### src/rtl/pw_pkg.sv
package pw_pkg;
  typedef enum logic [1:0] {
    ACC_LOAD  = 2'd0,
    ACC_STORE = 2'd1,
    ACC_FETCH = 2'd2,
    ACC_SWAP  = 2'd3
  } acc_kind_e;

  typedef enum logic [2:0] {
    S_IDLE, S_L1, S_L2, S_CAS, S_DONE
  } walk_state_e;

  localparam int PTE_P = 0;
  localparam int PTE_A = 1;
  localparam int PTE_R = 2;
  localparam int PTE_W = 3;
  localparam int PTE_X = 4;
  localparam int PTE_U = 5;
  localparam int PTE_D = 7;

  localparam logic [31:0] GRP_LOAD  = 32'h0000_2000;
  localparam logic [31:0] GRP_STORE = 32'h0000_3000;
  localparam logic [31:0] GRP_FETCH = 32'h0000_0000;
  localparam logic [31:0] SUB_PF    = 32'h0000_0002;
  localparam logic [31:0] SUB_PPF   = 32'h0000_0003;

  function automatic logic is_store_class(acc_kind_e k);
    return (k == ACC_STORE) || (k == ACC_SWAP);
  endfunction

  function automatic logic [31:0] fault_cause(acc_kind_e k, logic priv);
    logic [31:0] grp;
    case (k)
      ACC_LOAD:  grp = GRP_LOAD;
      ACC_FETCH: grp = GRP_FETCH;
      default:   grp = GRP_STORE;
    endcase
    return grp | (priv ? SUB_PPF : SUB_PF);
  endfunction
endpackage

### src/rtl/pw_base_reg.sv
module pw_base_reg #(
  parameter int ADDR_W = 32,
  parameter int OFF_W  = 12
) (
  input  logic              clk_i,
  input  logic              rst_ni,
  input  logic              wr_i,
  input  logic [ADDR_W-1:0] wdata_i,
  output logic [ADDR_W-1:0] base_o
);
  logic [ADDR_W-OFF_W-1:0] page_q;
  logic                    unused_low;

  assign unused_low = ^wdata_i[OFF_W-1:0];

  always_ff @(posedge clk_i or negedge rst_ni) begin
    if (!rst_ni)   page_q <= '0;
    else if (wr_i) page_q <= wdata_i[ADDR_W-1:OFF_W];
  end

  assign base_o = {page_q, {OFF_W{1'b0}}};
endmodule

### src/rtl/pw_pte_check.sv
module pw_pte_check
  import pw_pkg::*;
#(
  parameter int PTE_W_BITS = 32
) (
  input  logic [PTE_W_BITS-1:0] pte_i,
  input  acc_kind_e             kind_i,
  input  logic                  user_i,
  output logic                  fault_o,
  output logic                  priv_o,
  output logic                  upd_o,
  output logic [PTE_W_BITS-1:0] pte_new_o
);
  logic                  perm_ok;
  logic [PTE_W_BITS-1:0] add_bits;

  always_comb begin
    case (kind_i)
      ACC_LOAD:  perm_ok = pte_i[PTE_R];
      ACC_FETCH: perm_ok = pte_i[PTE_X];
      default:   perm_ok = pte_i[PTE_W];
    endcase
    // order: present, then mode, then permission
    priv_o  = pte_i[PTE_P] && user_i && !pte_i[PTE_U];
    fault_o = !pte_i[PTE_P] || priv_o || !perm_ok;

    add_bits = '0;
    if (!pte_i[PTE_A]) add_bits[PTE_A] = 1'b1;
    if (is_store_class(kind_i) && !pte_i[PTE_D]) add_bits[PTE_D] = 1'b1;
    upd_o     = |add_bits;
    pte_new_o = pte_i | add_bits;
  end
endmodule

### src/rtl/pw_walk_fsm.sv
module pw_walk_fsm
  import pw_pkg::*;
#(
  parameter int L1_W = 10,
  parameter int L2_W = 10,
  parameter int OFF_W = 12,
  parameter int ENTRY_SH = 2
) (
  input  logic                          clk_i,
  input  logic                          rst_ni,
  input  logic                          xlat_en_i,
  input  logic [L1_W+L2_W+OFF_W-1:0]    base_i,
  input  logic                          req_valid_i,
  output logic                          req_ready_o,
  input  logic [L1_W+L2_W+OFF_W-1:0]    req_va_i,
  input  logic [1:0]                    req_kind_i,
  input  logic                          req_user_i,
  output logic                          rd_req_o,
  output logic [L1_W+L2_W+OFF_W-1:0]    rd_addr_o,
  input  logic                          rd_ack_i,
  input  logic [L1_W+L2_W+OFF_W-1:0]    rd_data_i,
  output logic                          cas_req_o,
  output logic [L1_W+L2_W+OFF_W-1:0]    cas_addr_o,
  output logic [L1_W+L2_W+OFF_W-1:0]    cas_cmp_o,
  output logic [L1_W+L2_W+OFF_W-1:0]    cas_new_o,
  input  logic                          cas_ack_i,
  output acc_kind_e                     kind_o,
  output logic                          user_o,
  input  logic                          chk_fault_i,
  input  logic                          chk_priv_i,
  input  logic                          chk_upd_i,
  input  logic [L1_W+L2_W+OFF_W-1:0]    chk_pte_new_i,
  output logic                          rsp_valid_o,
  output logic                          rsp_fault_o,
  output logic [31:0]                   rsp_cause_o,
  output logic [L1_W+L2_W+OFF_W-1:0]    rsp_pa_o,
  output logic [L1_W+L2_W+OFF_W-1:0]    rsp_va_o
);
  localparam int ADDR_W = L1_W + L2_W + OFF_W;

  walk_state_e       state_q;
  logic [ADDR_W-1:0] va_q, pa_q, l2_base_q;
  logic [ADDR_W-1:0] cas_addr_q, cas_cmp_q, cas_new_q;
  acc_kind_e         kind_q;
  logic              user_q, fault_q;
  logic [31:0]       cause_q;
  logic [ADDR_W-1:0] l1_off, l2_off;

  assign l1_off = ADDR_W'({va_q[ADDR_W-1 -: L1_W], {ENTRY_SH{1'b0}}});
  assign l2_off = ADDR_W'({va_q[OFF_W +: L2_W], {ENTRY_SH{1'b0}}});

  always_comb begin
    rd_req_o  = 1'b0;
    rd_addr_o = base_i + l1_off;
    case (state_q)
      S_L1: rd_req_o = 1'b1;
      S_L2: begin
        rd_req_o  = 1'b1;
        rd_addr_o = l2_base_q + l2_off;
      end
      default: ;
    endcase
  end

  always_ff @(posedge clk_i or negedge rst_ni) begin
    if (!rst_ni) begin
      state_q    <= S_IDLE;
      va_q       <= '0;
      pa_q       <= '0;
      l2_base_q  <= '0;
      cas_addr_q <= '0;
      cas_cmp_q  <= '0;
      cas_new_q  <= '0;
      kind_q     <= ACC_LOAD;
      user_q     <= 1'b0;
      fault_q    <= 1'b0;
      cause_q    <= '0;
    end else begin
      case (state_q)
        S_IDLE: if (req_valid_i) begin
          va_q    <= req_va_i;
          kind_q  <= acc_kind_e'(req_kind_i);
          user_q  <= req_user_i;
          fault_q <= 1'b0;
          cause_q <= '0;
          if (xlat_en_i) begin
            pa_q    <= '0;
            state_q <= S_L1;
          end else begin
            pa_q    <= req_va_i;
            state_q <= S_DONE;
          end
        end
        S_L1: if (rd_ack_i) begin
          if (!rd_data_i[PTE_P]) begin
            fault_q <= 1'b1;
            cause_q <= fault_cause(kind_q, 1'b0);
            state_q <= S_DONE;
          end else begin
            l2_base_q <= {rd_data_i[ADDR_W-1:OFF_W], {OFF_W{1'b0}}};
            state_q   <= S_L2;
          end
        end
        S_L2: if (rd_ack_i) begin
          if (chk_fault_i) begin
            fault_q <= 1'b1;
            cause_q <= fault_cause(kind_q, chk_priv_i);
            state_q <= S_DONE;
          end else begin
            pa_q <= {rd_data_i[ADDR_W-1:OFF_W], va_q[OFF_W-1:0]};
            if (chk_upd_i) begin
              cas_addr_q <= rd_addr_o;
              cas_cmp_q  <= rd_data_i;
              cas_new_q  <= chk_pte_new_i;
              state_q    <= S_CAS;
            end else begin
              state_q <= S_DONE;
            end
          end
        end
        // single attempt; result of the swap is not consulted
        S_CAS: if (cas_ack_i) state_q <= S_DONE;
        S_DONE: state_q <= S_IDLE;
        default: state_q <= S_IDLE;
      endcase
    end
  end

  assign req_ready_o = (state_q == S_IDLE);
  assign cas_req_o   = (state_q == S_CAS);
  assign cas_addr_o  = cas_addr_q;
  assign cas_cmp_o   = cas_cmp_q;
  assign cas_new_o   = cas_new_q;
  assign kind_o      = kind_q;
  assign user_o      = user_q;
  assign rsp_valid_o = (state_q == S_DONE);
  assign rsp_fault_o = fault_q;
  assign rsp_cause_o = cause_q;
  assign rsp_pa_o    = pa_q;
  assign rsp_va_o    = va_q;
endmodule

### src/rtl/pt_walker.sv
module pt_walker
  import pw_pkg::*;
#(
  parameter int L1_W  = 10,
  parameter int L2_W  = 10,
  parameter int OFF_W = 12
) (
  input  logic        clk_i,
  input  logic        rst_ni,
  input  logic        xlat_en_i,
  input  logic        base_wr_i,
  input  logic [31:0] base_wdata_i,
  input  logic        req_valid_i,
  output logic        req_ready_o,
  input  logic [31:0] req_va_i,
  input  logic [1:0]  req_kind_i,
  input  logic        req_user_i,
  output logic        rd_req_o,
  output logic [31:0] rd_addr_o,
  input  logic        rd_ack_i,
  input  logic [31:0] rd_data_i,
  output logic        cas_req_o,
  output logic [31:0] cas_addr_o,
  output logic [31:0] cas_cmp_o,
  output logic [31:0] cas_new_o,
  input  logic        cas_ack_i,
  output logic        rsp_valid_o,
  output logic        rsp_fault_o,
  output logic [31:0] rsp_cause_o,
  output logic [31:0] rsp_pa_o,
  output logic [31:0] rsp_va_o
);
  localparam int ADDR_W = L1_W + L2_W + OFF_W;

  logic [ADDR_W-1:0] base;
  acc_kind_e         kind;
  logic              user, chk_fault, chk_priv, chk_upd;
  logic [ADDR_W-1:0] chk_pte_new;

  pw_base_reg #(.ADDR_W(ADDR_W), .OFF_W(OFF_W)) u_base (
    .clk_i   (clk_i),
    .rst_ni  (rst_ni),
    .wr_i    (base_wr_i),
    .wdata_i (base_wdata_i),
    .base_o  (base)
  );

  pw_pte_check #(.PTE_W_BITS(ADDR_W)) u_check (
    .pte_i     (rd_data_i),
    .kind_i    (kind),
    .user_i    (user),
    .fault_o   (chk_fault),
    .priv_o    (chk_priv),
    .upd_o     (chk_upd),
    .pte_new_o (chk_pte_new)
  );

  pw_walk_fsm #(.L1_W(L1_W), .L2_W(L2_W), .OFF_W(OFF_W), .ENTRY_SH(2)) u_fsm (
    .clk_i         (clk_i),
    .rst_ni        (rst_ni),
    .xlat_en_i     (xlat_en_i),
    .base_i        (base),
    .req_valid_i   (req_valid_i),
    .req_ready_o   (req_ready_o),
    .req_va_i      (req_va_i),
    .req_kind_i    (req_kind_i),
    .req_user_i    (req_user_i),
    .rd_req_o      (rd_req_o),
    .rd_addr_o     (rd_addr_o),
    .rd_ack_i      (rd_ack_i),
    .rd_data_i     (rd_data_i),
    .cas_req_o     (cas_req_o),
    .cas_addr_o    (cas_addr_o),
    .cas_cmp_o     (cas_cmp_o),
    .cas_new_o     (cas_new_o),
    .cas_ack_i     (cas_ack_i),
    .kind_o        (kind),
    .user_o        (user),
    .chk_fault_i   (chk_fault),
    .chk_priv_i    (chk_priv),
    .chk_upd_i     (chk_upd),
    .chk_pte_new_i (chk_pte_new),
    .rsp_valid_o   (rsp_valid_o),
    .rsp_fault_o   (rsp_fault_o),
    .rsp_cause_o   (rsp_cause_o),
    .rsp_pa_o      (rsp_pa_o),
    .rsp_va_o      (rsp_va_o)
  );
endmodule

### config.mk
export PLATFORM = sky130hd
export DESIGN_NAME = pt_walker
export DESIGN_NICKNAME = d
export VERILOG_FILES = /design/src/rtl/pw_pkg.sv /design/src/rtl/pw_base_reg.sv /design/src/rtl/pw_pte_check.sv /design/src/rtl/pw_walk_fsm.sv /design/src/rtl/pt_walker.sv
export SDC_FILE = /design/constraint.sdc
export NUM_CORES = 1
export LEC_CHECK = 0
export BUFFER_PORTS_ARGS = -buffer_cell sky130_fd_sc_hd__buf_2
export CAP_MARGIN = 15
export CORE_MARGIN = 3
export CORE_UTILIZATION = 40
export CTS_BUF_LIST = sky130_fd_sc_hd__clkbuf_8
export DETAILED_ROUTE_END_ITERATION = 16
export PLACE_DENSITY = 0.68
export SLEW_MARGIN = 20
export SYNTH_ARGS = -nofsm -noshare
export SYNTH_HDL_FRONTEND = slang
export SYNTH_SLANG_ARGS = --single-unit
### constraint.sdc
create_clock -name clk_i -period 2.9 [get_ports clk_i]
set_input_delay 0.145 -clock clk_i [delete_from_list [all_inputs] [get_ports clk_i]]
set_output_delay 0.145 -clock clk_i [all_outputs]
set_load 0.01 [all_outputs]
==> results of run 1 <==
[logic make-up (layout without fill, tap and decap cells)]
kind of cell | count (synthesis) | count (layout) | share of synthesized area [%]
compound gates | 90 | 90 | 7.11
flops | 178 | 178 | 52.7
buf+inv | 113 | 427 | 9.18
mux | 167 | 167 | 24.8
simple gates | 90 | 90 | 6.06
xor+xnor | 1 | 1 | 0.104
other cells | 1 | 33 | 0.0444
[worst min path at each step]
| stage | start | to | slack, ns | depth (start not counted) |
|---|---|---|---|---|
| 6_report | req_va_i[28] | u_fsm.rsp_va_o[28] | 0.04 | 2 |
| 5_1_grt | req_va_i[28] | u_fsm.rsp_va_o[28] | 0.01 | 2 |
| 4_1_cts | req_va_i[28] | u_fsm.rsp_va_o[28] | 0.003 | 2 |
| 3_5_place_dp | rst_ni | u_fsm.cas_addr_o[16] | 0.20 | 1 |
| 3_3_place_gp | rst_ni | u_fsm.cas_addr_o[16] | 0.20 | 1 |
| 2_1_floorplan | rst_ni | u_base.page_q[0] | -0.15 | 0 |
[routing by layer]
metal	wire length [um]	vias up	global-route usage [%]
met2	11800	216	34.7
met3	1360	29	4.70
met4	422	0	5.49
met5	0	-	0
met1	9860	3130	25.7
li1	-	2845	-
[final cells by class]
| cell class | count | area (um2) | area share [%] |
|---|---|---|---|
| timing repair buffer | 389 | 2460 | 22.2 |
| clock buffer | 18 | 248 | 2.24 |
| sequential | 178 | 4450 | 40.3 |
| antenna | 1 | 2.50 | 0.0226 |
| inverter | 6 | 22.5 | 0.204 |
| clock inverter | 14 | 173 | 1.56 |
| multi-input combinational | 380 | 3370 | 30.5 |
| tap | 270 | 338 | 3.05 |
[worst reg2reg max path: cells and delay by family (launching register included)]
kind	cells	cell delay [ns]
flip-flops	1	0.72
multiplexers	1	0.35
buffers and inverters	2	0.49
AND/OR/NAND/NOR	2	0.66
[flip-flops by register name, summed over array words and instances (netlist names)]
name and cells:
u_fsm.kind_o 2, u_fsm.cas_addr_o 30, u_fsm.rsp_cause_o 4, u_base.page_q 20
u_fsm.rsp_va_o 32, u_fsm.l2_base_q 20, u_fsm.cas_cmp_o 3, u_fsm.cas_new_o 31
u_fsm.state_q 3, u_fsm.user_o 1, u_fsm.rsp_pa_o 32
[power by group through the flow]
stage | Sequential [mW] | Clock [mW] | Combinational (mW)
after floorplan | 4.42 | 0 | 2.35
after global placement | 4.14 | 0 | 4.11
after detailed placement | 4.18 | 0 | 4.19
after CTS | 4.14 | 1.87 | 4.28
after global routing | 4.29 | 1.98 | 4.62
final | 4.14 | 1.81 | 4.25
[cells in the final DEF, fill, tap and decap left out, types with 5 or more instances in the layout]
cell,instances
sky130_fd_sc_hd__a22oi_1,32
sky130_fd_sc_hd__clkbuf_8,19
sky130_fd_sc_hd__inv_1,7
sky130_fd_sc_hd__a21oi_1,35
sky130_fd_sc_hd__o21ai_0,6
sky130_fd_sc_hd__nand2b_1,5
sky130_fd_sc_hd__nor2_1,35
sky130_fd_sc_hd__conb_1,32
sky130_fd_sc_hd__buf_2,289
sky130_fd_sc_hd__dfrtp_1,178
sky130_fd_sc_hd__nor3b_1,32
sky130_fd_sc_hd__mux2_2,108
sky130_fd_sc_hd__buf_4,10
sky130_fd_sc_hd__dlygate4sd3_1,86
sky130_fd_sc_hd__mux2_4,58
[metrics by stage]
stage / std cells / setup WS, ns
2_1_floorplan: 671 / 1.04
3_3_place_gp: 1137 / 0.615
3_5_place_dp: 1137 / 0.589
4_1_cts: 1255 / 0.248
5_1_grt: 1255 / 0.0922
6_report: 1256 / 0.260
[what timing repair did]
item	4_1_cts	5_1_grt
endpoints found under the hold margin	177	0
setup buffers	0	0
hold buffers	86	0
==> flow_summary.rst, run 1 <==
.. list-table::
   :header-rows: 1

   * - Metric
     - Value
   * - Status
     - complete, no violations
   * - DP Wirelength
     - 16.0 mm
   * - End point of the critical path
     - rd_addr_o[28]
   * - Final routed DRC violation total
     - 0
   * - Placer Congestion
     - between 0.7 and 0.8
   * - Gate Count Post-Synth
     - between 600 and 700
   * - Final worst hold slack
     - about 0.039 ns
   * - Final Setup Violations
     - 0
   * - Shortest clock period the worst path allows after layout
     - about 2.6 ns
   * - Vias in the first global route
     - ~6,400
   * - Clock power share
     - ~18%
   * - Switching power summed over all nets
     - about 3.8 mW
   * - Arrival time worst endpoint
     - between 2 and 2.5 ns
   * - Clock slew at reported path FFs
     - 0.09 ns
   * - Hold crit path type
     - input port to flip-flop
   * - Row count
     - between 50 and 60
   * - Maximum ir drop on the vdd rail
     - around 0.0004 V
   * - Clock sink total
     - around 180
   * - Initial core utilization
     - 41.2%
   * - Number of max-capacitance violations reported
     - 0
   * - Static leakage
     - approximately 5.6 nW
   * - Total of buffers placed on input and output ports
     - 290
   * - Number of nets with antenna violations after detailed routing
     - 0
   * - Most used flip-flop cell after synthesis
     - sky130_fd_sc_hd__dfrtp_1
   * - TritonCTS clock tree
     - built
   * - Number of iterations in the first detailed-routing pass
     - 4
   * - Share of total power consumed by net switching
     - 37.1%
   * - Share of the core filled with cells in the final layout
     - between 50% and 60%
   * - Drt first-iter violations
     - between 200 and 300
   * - Antenna violations before repair
     - 0
   * - Share of flip-flops with an asynchronous set or reset after synthesis
     - between 90% and 100%
   * - Reg-to-reg setup timing slack
     - about 0.57 ns
   * - Most frequent cell after synthesis
     - sky130_fd_sc_hd__dfrtp_1
   * - Cell family contributing the most delay on the critical path
     - flip-flops
   * - Instance count on the critical path
     - 4
   * - Share of Yosys cell area claimed by the top area cell type
     - 52.7%
   * - Share of final-layout standard cells stronger than drive strength 1
     - between 50% and 60%
   * - Worst endpoint required time
     - roughly 2.8 ns
   * - Area growth syn-to-layout
     - 30.9%
   * - Number of buffers inserted during clock tree synthesis
     - 17
   * - Part of the total power dissipated in combinational logic
     - a little over two fifths
   * - First-pass GRT wire length
     - about 36 mm
   * - Post_cts resized
     - 0
   * - Number of filler instances in the final layout
     - 1,778
   * - Insertion delay of the later-clocked pin in the worst-skew pair
     - approximately 0.45 ns
   * - Sequential fraction of design power
     - around two fifths
   * - Final Routed Wirelength
     - around 23 mm
   * - Final instance area
     - roughly 11,000 um2
   * - Internal power consumption
     - roughly 6.4 mW
   * - Vias per std cell
     - roughly 5.0
   * - EDFF count, synth
     - 0
   * - Startpoint kind of the worst setup timing path
     - flip-flop
   * - Grt total ovfl
     - 0
   * - Critical Path Slowest Stage Cell
     - sky130_fd_sc_hd__dfrtp_1
   * - Syn avg cell area
     - 13.2 um2
   * - H-tree levels
     - 4
   * - Worst r2r src
     - u_fsm.state_q[1]
   * - Clk Tree Root Cell
     - sky130_fd_sc_hd__clkbuf_8
   * - Post-synth top cells
     - sky130_fd_sc_hd__dfrtp_1 (178), sky130_fd_sc_hd__mux2_2 (108), sky130_fd_sc_hd__buf_4 (63)
   * - Highest cell delay on the worst timing path
     - 0.72 ns
   * - Bufs and invs on worst path
     - 2
   * - Cells traversed along the worst timing path
     - nor3b_2 -> buf_12 -> mux2_2 -> buf_2
   * - Crit Path Category
     - flip-flop to output pin
   * - Transition time at the pin with the least slew margin
     - around 0.8 ns
   * - Horizontal extent of the die
     - 151 um
   * - Setup repair after global routing missed its margin
     - false
   * - Final layout net count
     - roughly 1,100
   * - Core Box Area
     - 20,500 um2
   * - PD cells
     - between 900 and 1000 nW/um2
   * - Largest net degree at the start of global routing
     - 76
   * - Final worst path period share
     - approximately nine tenths
   * - Count of pins over their slew limit
     - 0
   * - Reg-to-Reg End
     - u_fsm.cas_addr_o[4]
   * - Syn. warnings
     - 0
   * - Worst setup path start
     - u_fsm.state_q[1]
   * - Cell count of the worst reg-to-reg path
     - 5
   * - Y dimension of the die
     - about 150 um
   * - Maximum fanout encountered on the critical timing path
     - 54
   * - Top area cells in the synthesized netlist
     - sky130_fd_sc_hd__dfrtp_1 (53%), sky130_fd_sc_hd__mux2_2 (14%), sky130_fd_sc_hd__mux2_4 (10%), sky130_fd_sc_hd__buf_4 (5.6%), sky130_fd_sc_hd__nor3b_1 (2.9%)
   * - Mapped Area
     - about 8500 um2
   * - Maximum clock frequency
     - approximately 0.38 GHz
   * - Dpl cell area
     - 9780 um2
   * - Count of different cell masters after synthesis
     - 45
   * - Power after layout
     - 10.2 mW
   * - Flop and latch count out of synthesis
     - 178
   * - Sequential element share of the synthesized area
     - between 50% and 60%
   * - All-Layer GR Usage
     - 20.2%
   * - Die Area
     - roughly 23,000 um2
   * - Number of top-level pins
     - between 300 and 400
   * - Max-Slew Margin vs Limit
     - between 40% and 50%
   * - Critical Path End Type
     - output pin
   * - Sum of negative setup slack
     - 0 ns
   * - Largest clock skew in the final design
     - about 0.017 ns
   * - Total count of hold-check failures in the final report
     - 0
   * - Wire length per cell
     - about 19 um
   * - Vias
     - a little over 6,000
   * - Leading area contributor after synthesis
     - sky130_fd_sc_hd__dfrtp_1
   * - Number of buffers on the longest clock path
     - 2
Power figures use the tool's default switching activity.
==> inputs of run 2 (changes only) <==
ABC_AREA = 1   (was not set)
CORE_ASPECT_RATIO = 0.6   (was not set)
==> flow_summary.rst, run 2 <==
.. list-table::
   :header-rows: 1

   * - Metric
     - Value
   * - Status
     - complete, no violations (unchanged)
   * - Top area cells in the synthesized netlist
     - sky130_fd_sc_hd__dfrtp_1 (53%), sky130_fd_sc_hd__nand2_1 (16%), sky130_fd_sc_hd__mux2_2 (7.1%), sky130_fd_sc_hd__buf_4 (5.7%), sky130_fd_sc_hd__nand4_1 (5.0%) (was sky130_fd_sc_hd__dfrtp_1 (53%), sky130_fd_sc_hd__mux2_2 (14%), sky130_fd_sc_hd__mux2_4 (10%), sky130_fd_sc_hd__buf_4 (5.6%), sky130_fd_sc_hd__nor3b_1 (2.9%))
   * - Share of Yosys cell area claimed by the top area cell type
     - 52.9% (was 52.7%)
   * - Hold Startpoint
     - xlat_en_i (was req_va_i[28])
   * - Total of buffers placed on input and output ports
     - 290 (unchanged)
   * - DP Wirelength
     - 19.6 mm (was 16.0 mm)
   * - Row count
     - 40 (was 52)
   * - H-tree levels
     - 4 (unchanged)
   * - Final routed DRC violation total
     - 0 (unchanged)
   * - Hold-fix buffers at CTS
     - 87 (was 86)
   * - Number of buffers inserted during clock tree synthesis
     - 17 (unchanged)
   * - All-Layer GR Usage
     - 24.5% (was 20.2%)
   * - Worst endpoint required time
     - 2.76 ns (about the same)
   * - Final layout net count
     - 1,379 (was 1,078)
   * - Number of nets with antenna violations after detailed routing
     - 0 (unchanged)
   * - Mapped Area
     - 8420 um2 (was 8450 um2)
   * - Y dimension of the die
     - 118 um (was 151 um)
   * - Number of top-level pins
     - 335 (unchanged)
   * - Insertion delay of the later-clocked pin in the worst-skew pair
     - 0.46 ns (was 0.45 ns)
   * - Critical Path Slowest Stage Cell
     - sky130_fd_sc_hd__buf_4 (was sky130_fd_sc_hd__dfrtp_1)
   * - Core Box Area
     - 20,300 um2 (was 20,500 um2)
   * - Wire length per cell
     - 18.3 um (was 18.7 um)
   * - Maximum clock frequency
     - 0.411 GHz (was 0.379 GHz)
   * - Commonest cells after routing, fill and taps aside
     - sky130_fd_sc_hd__nand2_1 (352), sky130_fd_sc_hd__buf_2 (289), sky130_fd_sc_hd__dfrtp_1 (178), sky130_fd_sc_hd__dlygate4sd3_1 (87), sky130_fd_sc_hd__nand3_1 (69) (was sky130_fd_sc_hd__buf_2 (289), sky130_fd_sc_hd__dfrtp_1 (178), sky130_fd_sc_hd__mux2_2 (108), sky130_fd_sc_hd__dlygate4sd3_1 (86), sky130_fd_sc_hd__mux2_4 (58))
   * - Die Area
     - 22,900 um2 (about the same)
   * - Leading area contributor after synthesis
     - sky130_fd_sc_hd__dfrtp_1 (unchanged)
   * - Instance count on the critical path
     - 5 (was 4)
   * - Cell family contributing the most delay on the critical path
     - buffers and inverters (was flip-flops)
   * - Hold crit path type
     - input port to flip-flop (unchanged)
   * - Arrival time worst endpoint
     - 2.29 ns (was 2.49 ns)
   * - Vias in the first global route
     - 7,455 (was 6,390)
   * - Reg-to-Reg End
     - u_fsm.rsp_va_o[25] (was u_fsm.cas_addr_o[4])
   * - Most numerous cell on the critical path
     - sky130_fd_sc_hd__nand2_1
   * - Grt total ovfl
     - 0 (unchanged)
   * - Largest clock skew in the final design
     - 0.0169 ns (was 0.0168 ns)
   * - First-pass GRT wire length
     - 44.0 mm (was 35.8 mm)
   * - Flop and latch count out of synthesis
     - 178 (unchanged)
   * - Vias per std cell
     - 5.12 (was 4.95)
   * - Number of max-capacitance violations reported
     - 0 (unchanged)
   * - Shortest clock period the worst path allows after layout
     - 2.43 ns (was 2.64 ns)
   * - Largest net degree at the start of global routing
     - 87 (was 76)
   * - Drt first-iter violations
     - 633 (was 257)
   * - Cells traversed along the worst timing path
     - nand3_4 -> buf_4 -> nand2_1 -> nand2_1 -> buf_2 (was nor3b_2 -> buf_12 -> mux2_2 -> buf_2)
   * - Gate Count Post-Synth
     - 956 (was 640)
   * - Reg-to-reg setup timing slack
     - 0.76 ns (was 0.57 ns)
   * - Post_cts resized
     - 0 (unchanged)
   * - Share of final-layout standard cells stronger than drive strength 1
     - 30.9% (was 51.8%)
   * - Initial core utilization
     - 41.4% (was 41.2%)
   * - WHS Endpoint
     - u_fsm.state_q[0] (was u_fsm.rsp_va_o[28])
   * - Final worst hold slack
     - 0.0659 ns (was 0.0392 ns)
   * - Final Routed Wirelength
     - 28.5 mm (was 23.5 mm)
   * - Post-CTS setup buffer count
     - 0 (unchanged)
   * - Most common library cell in the layout ignoring fill and taps
     - sky130_fd_sc_hd__nand2_1 (was sky130_fd_sc_hd__buf_2)
   * - Number of iterations in the first detailed-routing pass
     - 5 (was 4)
   * - Most frequent cell after synthesis
     - sky130_fd_sc_hd__nand2_1 (was sky130_fd_sc_hd__dfrtp_1)
   * - Count of different cell masters after synthesis
     - 25 (was 45)
   * - Setup repair after global routing missed its margin
     - false (unchanged)
   * - Seq. cell area
     - 4450 um2 (unchanged)
   * - Area growth syn-to-layout
     - 30.8% (was 30.9%)
   * - Cell count of the worst reg-to-reg path
     - 5 (unchanged)
   * - Syn avg cell area
     - 8.80 um2 (was 13.2 um2)
   * - Final worst path period share
     - 83.8% (was 91.0%)
   * - Total count of hold-check failures in the final report
     - 0 (unchanged)
   * - Maximum fanout encountered on the critical timing path
     - 86 (was 54)
   * - Number of filler instances in the final layout
     - 1,887 (was 1,778)
   * - Clock slew at reported path FFs
     - 0.10 ns (was 0.09 ns)
   * - Transition time at the pin with the least slew margin
     - 0.999 ns (was 0.811 ns)
   * - Antenna violations before repair
     - 2 (was 0)
   * - Highest cell delay on the worst timing path
     - 0.70 ns (was 0.72 ns)
   * - Max-Slew Margin vs Limit
     - 33.1% (was 46.0%)
   * - Placer Congestion
     - 0.855 (was 0.777)
   * - PD cells
     - 887 nW/um2 (was 922 nW/um2)
   * - Most used flip-flop cell after synthesis
     - sky130_fd_sc_hd__dfrtp_1 (unchanged)
   * - Hold path cells
     - 5 (was 2)
   * - Horizontal extent of the die
     - 193 um (was 151 um)
   * - Maximum ir drop on the vdd rail
     - 0.000500 V (was 0.000411 V)
   * - Post-synth top cells
     - sky130_fd_sc_hd__nand2_1 (352), sky130_fd_sc_hd__dfrtp_1 (178), sky130_fd_sc_hd__nand3_1 (69) (was sky130_fd_sc_hd__dfrtp_1 (178), sky130_fd_sc_hd__mux2_2 (108), sky130_fd_sc_hd__buf_4 (63))
   * - Count of pins over their slew limit
     - 0 (unchanged)
   * - Static leakage
     - 6.19 nW (was 5.63 nW)
   * - Sum of negative setup slack
     - 0 ns (unchanged)
   * - Critical Path End Type
     - output pin (unchanged)
   * - Footprint of the multi-input gates
     - 3200 um2 (was 3370 um2)
   * - Share of flip-flops with an asynchronous set or reset after synthesis
     - 100% (unchanged)
   * - Final Setup Violations
     - 0 (unchanged)
   * - Syn. warnings
     - 0 (unchanged)
   * - EDFF count, synth
     - 0 (unchanged)
   * - Worst r2r src
     - u_fsm.state_q[1] (unchanged)
   * - TritonCTS clock tree
     - built (unchanged)
   * - Clk Tree Root Cell
     - sky130_fd_sc_hd__clkbuf_8 (unchanged)
   * - Number of buffers on the longest clock path
     - 2 (unchanged)
   * - Sequential element share of the synthesized area
     - 52.9% (was 52.7%)
   * - Startpoint kind of the worst setup timing path
     - flip-flop (unchanged)
   * - Clock sink total
     - 178 (unchanged)
   * - Vias
     - 7,975 (was 6,220)
   * - Crit Path Category
     - flip-flop to output pin (unchanged)
   * - Bufs and invs on worst path
     - 2 (unchanged)
## run 2: cell families after synthesis
| family | after synthesis | share of synthesized area [%] |
|---|---|---|
| other cells | 1 | 0.0446 |
| buf+inv | 162 | 10.6 |
| compound gates | 49 | 2.93 |
| simple gates | 513 | 26.4 |
| flops | 178 | 52.9 |
| mux | 53 | 7.09 |
## run 2: worst max-delay path by stage
| stage | start | endpoint | slack, ns |
|---|---|---|---|
| final | u_fsm.state_q[1] | rd_addr_o[6] | 0.47 |
| after global routing | u_fsm.state_q[0] | rd_addr_o[6] | 0.26 |
| after CTS | u_fsm.state_q[0] | rd_addr_o[28] | 0.41 |
| after detailed placement | u_fsm.state_q[0] | u_fsm.rsp_pa_o[11] | 0.80 |
| after global placement | u_fsm.state_q[1] | u_fsm.rsp_va_o[28] | 0.84 |
| after floorplan | u_fsm.state_q[1] | u_fsm.rsp_va_o[10] | 1.39 |
## run 2: power breakdown
part / internal [mW] / total, mW / switching [mW]
combinational: 1.55 / 4.17 / 2.62
clock: 0.848 / 1.77 / 0.920
sequential: 3.28 / 3.83 / 0.552
total: 5.68 / 9.77 / 4.09
## run 2: routing by layer
metal	global-route usage [%]	vias to the layer above	routed length [um]
li1	-	3681	-
met3	7.24	18	2800
met4	4.83	0	229
met2	36.7	405	12600
met5	0	-	0
met1	35.4	3871	12900
## run 2: layout make-up
class / instances / share of cell area [%]
clock buffer: 21 / 2.62
tap: 273 / 3.10
clock inverter: 10 / 1.00
timing repair buffer: 391 / 22.5
inverter: 38 / 1.30
antenna: 1 / 0.0227
multi-input combinational: 647 / 29.0
sequential: 178 / 40.4
## run 2: worst min-delay path, stage by stage
cell	delay (ns)
sky130_fd_sc_hd__buf_2	0.11
sky130_fd_sc_hd__nand2_1	0.06
sky130_fd_sc_hd__nand2_1	0.06
sky130_fd_sc_hd__nand2_1	0.04
sky130_fd_sc_hd__nand2_1	0.06
## run 2: stage by stage
| step | power (mW) | utilization [%] | cell area (um2) | instances | setup WS [ns] |
|---|---|---|---|---|---|
| after floorplan | 6.32 | - | 8530 | 987 | 1.39 |
| after global placement | 7.86 | 47.9 | 9740 | 1440 | 0.838 |
| after detailed placement | 7.92 | 47.9 | 9740 | 1440 | 0.797 |
| after CTS | 9.79 | 54.2 | 11000 | 1558 | 0.408 |
| after global routing | 10.4 | 54.2 | 11000 | 1559 | 0.261 |
| final | 9.77 | 54.2 | 11000 | 1559 | 0.469 |
==> inputs of run 3 (changes only) <==
ABC_AREA = 0   (was 1)
PLACE_DENSITY = 0.71   (was 0.68)
clock period = 2.2 ns   (was 2.9 ns; I/O delays follow)
==> flow_summary.rst, run 3 (synthesized netlist as in run 1, its figures left out) <==
.. list-table::
   :header-rows: 1

   * - Metric
     - Value
   * - DP Wirelength
     - 17.4 mm (was 19.6 mm)
   * - Largest clock skew in the final design
     - 0.0163 ns (was 0.0169 ns)
   * - Initial core utilization
     - 41.5% (was 41.4%)
   * - Die Area
     - 23,000 um2 (was 22,900 um2)
   * - Insertion delay of the later-clocked pin in the worst-skew pair
     - 0.47 ns (was 0.46 ns)
   * - Vias in the first global route
     - 6,532 (was 7,455)
   * - Transition time at the pin with the least slew margin
     - 0.668 ns (was 0.999 ns)
   * - Static leakage
     - 5.83 nW (was 6.19 nW)
   * - Grt total ovfl
     - 0 (unchanged)
   * - Max-Slew Margin vs Limit
     - 55.4% (was 33.1%)
   * - TritonCTS clock tree
     - built (unchanged)
   * - Number of buffers on the longest clock path
     - 2 (unchanged)
   * - Area growth syn-to-layout
     - 35.0% (was 30.8%)
   * - Share of final-layout standard cells stronger than drive strength 1
     - 53.2% (was 30.9%)
   * - Startpoint kind of the worst setup timing path
     - flip-flop (unchanged)
   * - Clock slew at reported path FFs
     - 0.09 ns (was 0.10 ns)
   * - Total of buffers placed on input and output ports
     - 290 (unchanged)
   * - Number of buffers inserted during clock tree synthesis
     - 17 (unchanged)
   * - Clk Tree Root Cell
     - sky130_fd_sc_hd__clkbuf_8 (unchanged)
   * - Vias per std cell
     - 4.93 (was 5.12)
   * - Setup repair after global routing missed its margin
     - true (was false)
   * - Final Setup Violations
     - 0 (unchanged)
   * - Row count
     - 40 (unchanged)
   * - Number of iterations in the first detailed-routing pass
     - 5 (unchanged)
   * - Clock sink total
     - 178 (unchanged)
   * - Sum of negative setup slack
     - 0 ns (unchanged)
   * - Largest net degree at the start of global routing
     - 75 (was 87)
   * - H-tree levels
     - 4 (unchanged)
   * - PD cells
     - 1210 nW/um2 (was 887 nW/um2)
   * - Wire length per cell
     - 20.1 um (was 18.3 um)
   * - Hold crit path type
     - input port to flip-flop (unchanged)
   * - Share of the core filled with cells in the final layout
     - 56.0% (was 54.2%)
   * - Worst endpoint required time
     - 2.09 ns (was 2.76 ns)
   * - Crit Path Category
     - flip-flop to output pin (unchanged)
   * - Commonest cells after routing, fill and taps aside
     - sky130_fd_sc_hd__buf_2 (289), sky130_fd_sc_hd__dfrtp_1 (175), sky130_fd_sc_hd__mux2_2 (105), sky130_fd_sc_hd__dlygate4sd3_1 (87), sky130_fd_sc_hd__mux2_4 (61) (was sky130_fd_sc_hd__nand2_1 (352), sky130_fd_sc_hd__buf_2 (289), sky130_fd_sc_hd__dfrtp_1 (178), sky130_fd_sc_hd__dlygate4sd3_1 (87), sky130_fd_sc_hd__nand3_1 (69))
   * - Core Box Area
     - 20,400 um2 (was 20,300 um2)
   * - Count of pins over their slew limit
     - 0 (unchanged)
   * - Final worst path period share
     - 95.8%
   * - Number of max-capacitance violations reported
     - 0 (unchanged)
   * - Status
     - complete, no violations (unchanged)
   * - Number of nets with antenna violations after detailed routing
     - 0 (unchanged)
   * - Final Routed Wirelength
     - 25.8 mm (was 28.5 mm)
   * - Placer Congestion
     - 0.855 (about the same)
   * - All-Layer GR Usage
     - 21.8% (was 24.5%)
   * - Horizontal extent of the die
     - 194 um (was 193 um)
   * - Maximum ir drop on the vdd rail
     - 0.000646 V (was 0.000500 V)
   * - Y dimension of the die
     - 119 um (was 118 um)
   * - Vias
     - 6,343 (was 7,975)
   * - Final layout net count
     - 1,107 (was 1,379)
   * - Maximum fanout encountered on the critical timing path
     - 7 (was 86)
   * - Shortest clock period the worst path allows after layout
     - 2.11 ns
   * - Most common library cell in the layout ignoring fill and taps
     - sky130_fd_sc_hd__buf_2 (was sky130_fd_sc_hd__nand2_1)
   * - Arrival time worst endpoint
     - 2.00 ns (was 2.29 ns)
   * - Drt first-iter violations
     - 262 (was 633)
   * - Antenna violations before repair
     - 0 (was 2)
   * - Critical Path End Type
     - output pin (unchanged)
   * - Maximum clock frequency
     - ~0.47 GHz
   * - Number of top-level pins
     - 335 (unchanged)
   * - First-pass GRT wire length
     - 39.2 mm (was 44.0 mm)
   * - Final routed DRC violation total
     - 0 (unchanged)
   * - Total count of hold-check failures in the final report
     - 0 (unchanged)
-- run 3: changes by cell type in the layout (fill, tap and decap cells not counted), sizes merged, moves of 33 or more --
cell / before / now
nor3b: 0 / 33
o21ai: 43 / 8
nand2: 353 / 3
nand4: 67 / 1
mux2: 53 / 166
nand3: 72 / 0
-- run 3: path summary, 6_finish.rpt --
kind                                     from                     to  slack [ns]  cells past startpoint
setup / recovery             u_fsm.state_q[0]          rd_addr_o[13]        0.09                      5
hold / removal                   rd_data_i[0]   u_fsm.rsp_cause_o[0]        0.07                      3
setup reg to reg             u_fsm.state_q[0]  u_fsm.rsp_cause_o[12]        0.12                      6
hold reg to reg            u_fsm.cas_new_o[1]     u_fsm.cas_new_o[1]        0.49                      1
max in group asynchronous              rst_ni      u_fsm.rsp_pa_o[7]        1.23                      3
min in group asynchronous              rst_ni     u_fsm.cas_new_o[4]        0.23                      2
-- run 3: where the power goes --
part	switching [mW]	leakage, nW	internal, mW	total [mW]
combinational	2.99	3.39	3.02	6.01
clock	1.18	0.214	1.12	2.30
sequential	0.856	2.22	4.59	5.44
total	5.03	5.83	8.73	13.8
-- run 3: worst max-delay path, stage by stage (launching register included) --
cell and delay, ns:
sky130_fd_sc_hd__dfrtp_2 0.43, sky130_fd_sc_hd__nor3b_4 0.25, sky130_fd_sc_hd__buf_6 0.17, sky130_fd_sc_hd__clkbuf_16 0.18, sky130_fd_sc_hd__mux2_2 0.36, sky130_fd_sc_hd__buf_2 0.14
-- run 3: cell type report --
type,count,area (um2)
Inverter,6,22.5
Antenna cell,1,2.50
Sequential cell,178,4460
Clock buffer,21,289
Multi-Input combinational cell,381,3410
Fill cell,1691,8960
Timing Repair Buffer,417,2780
Clock inverter,10,109
Tap cell,273,342
-- run 3: metal layers --
metal,share of wire [%],track usage [%]
met2,45,33.4
met3,6.9,6.61
met5,0,0
met4,0.66,3.84
met1,47,31.0
-- run 3: through the flow --
| step | worst slack [ns] | hold slack [ns] | total power, mW | area (um2) | std cells |
|---|---|---|---|---|---|
| 2_1_floorplan | 0.339 | -0.186 | 8.92 | 8570 | 671 |
| 3_3_place_gp | 0.183 | 0.183 | 11.0 | 9930 | 1156 |
| 3_5_place_dp | 0.111 | 0.185 | 11.1 | 9930 | 1156 |
| 4_1_cts | 0.00134 | 0.00586 | 13.7 | 11300 | 1281 |
| 5_1_grt | -0.0303 | 0.0314 | 14.6 | 11400 | 1286 |
| 6_report | 0.0931 | 0.0716 | 13.8 | 11400 | 1287 |
-- run 3: repair_timing --
action	4_1_cts	5_1_grt
gates resized for setup	7	6
endpoints found under the hold margin	179	0
hold buffers	87	0
setup buffers	5	3
setup endpoints to repair	30	62
gates cloned	2	2
pin swaps	1	3
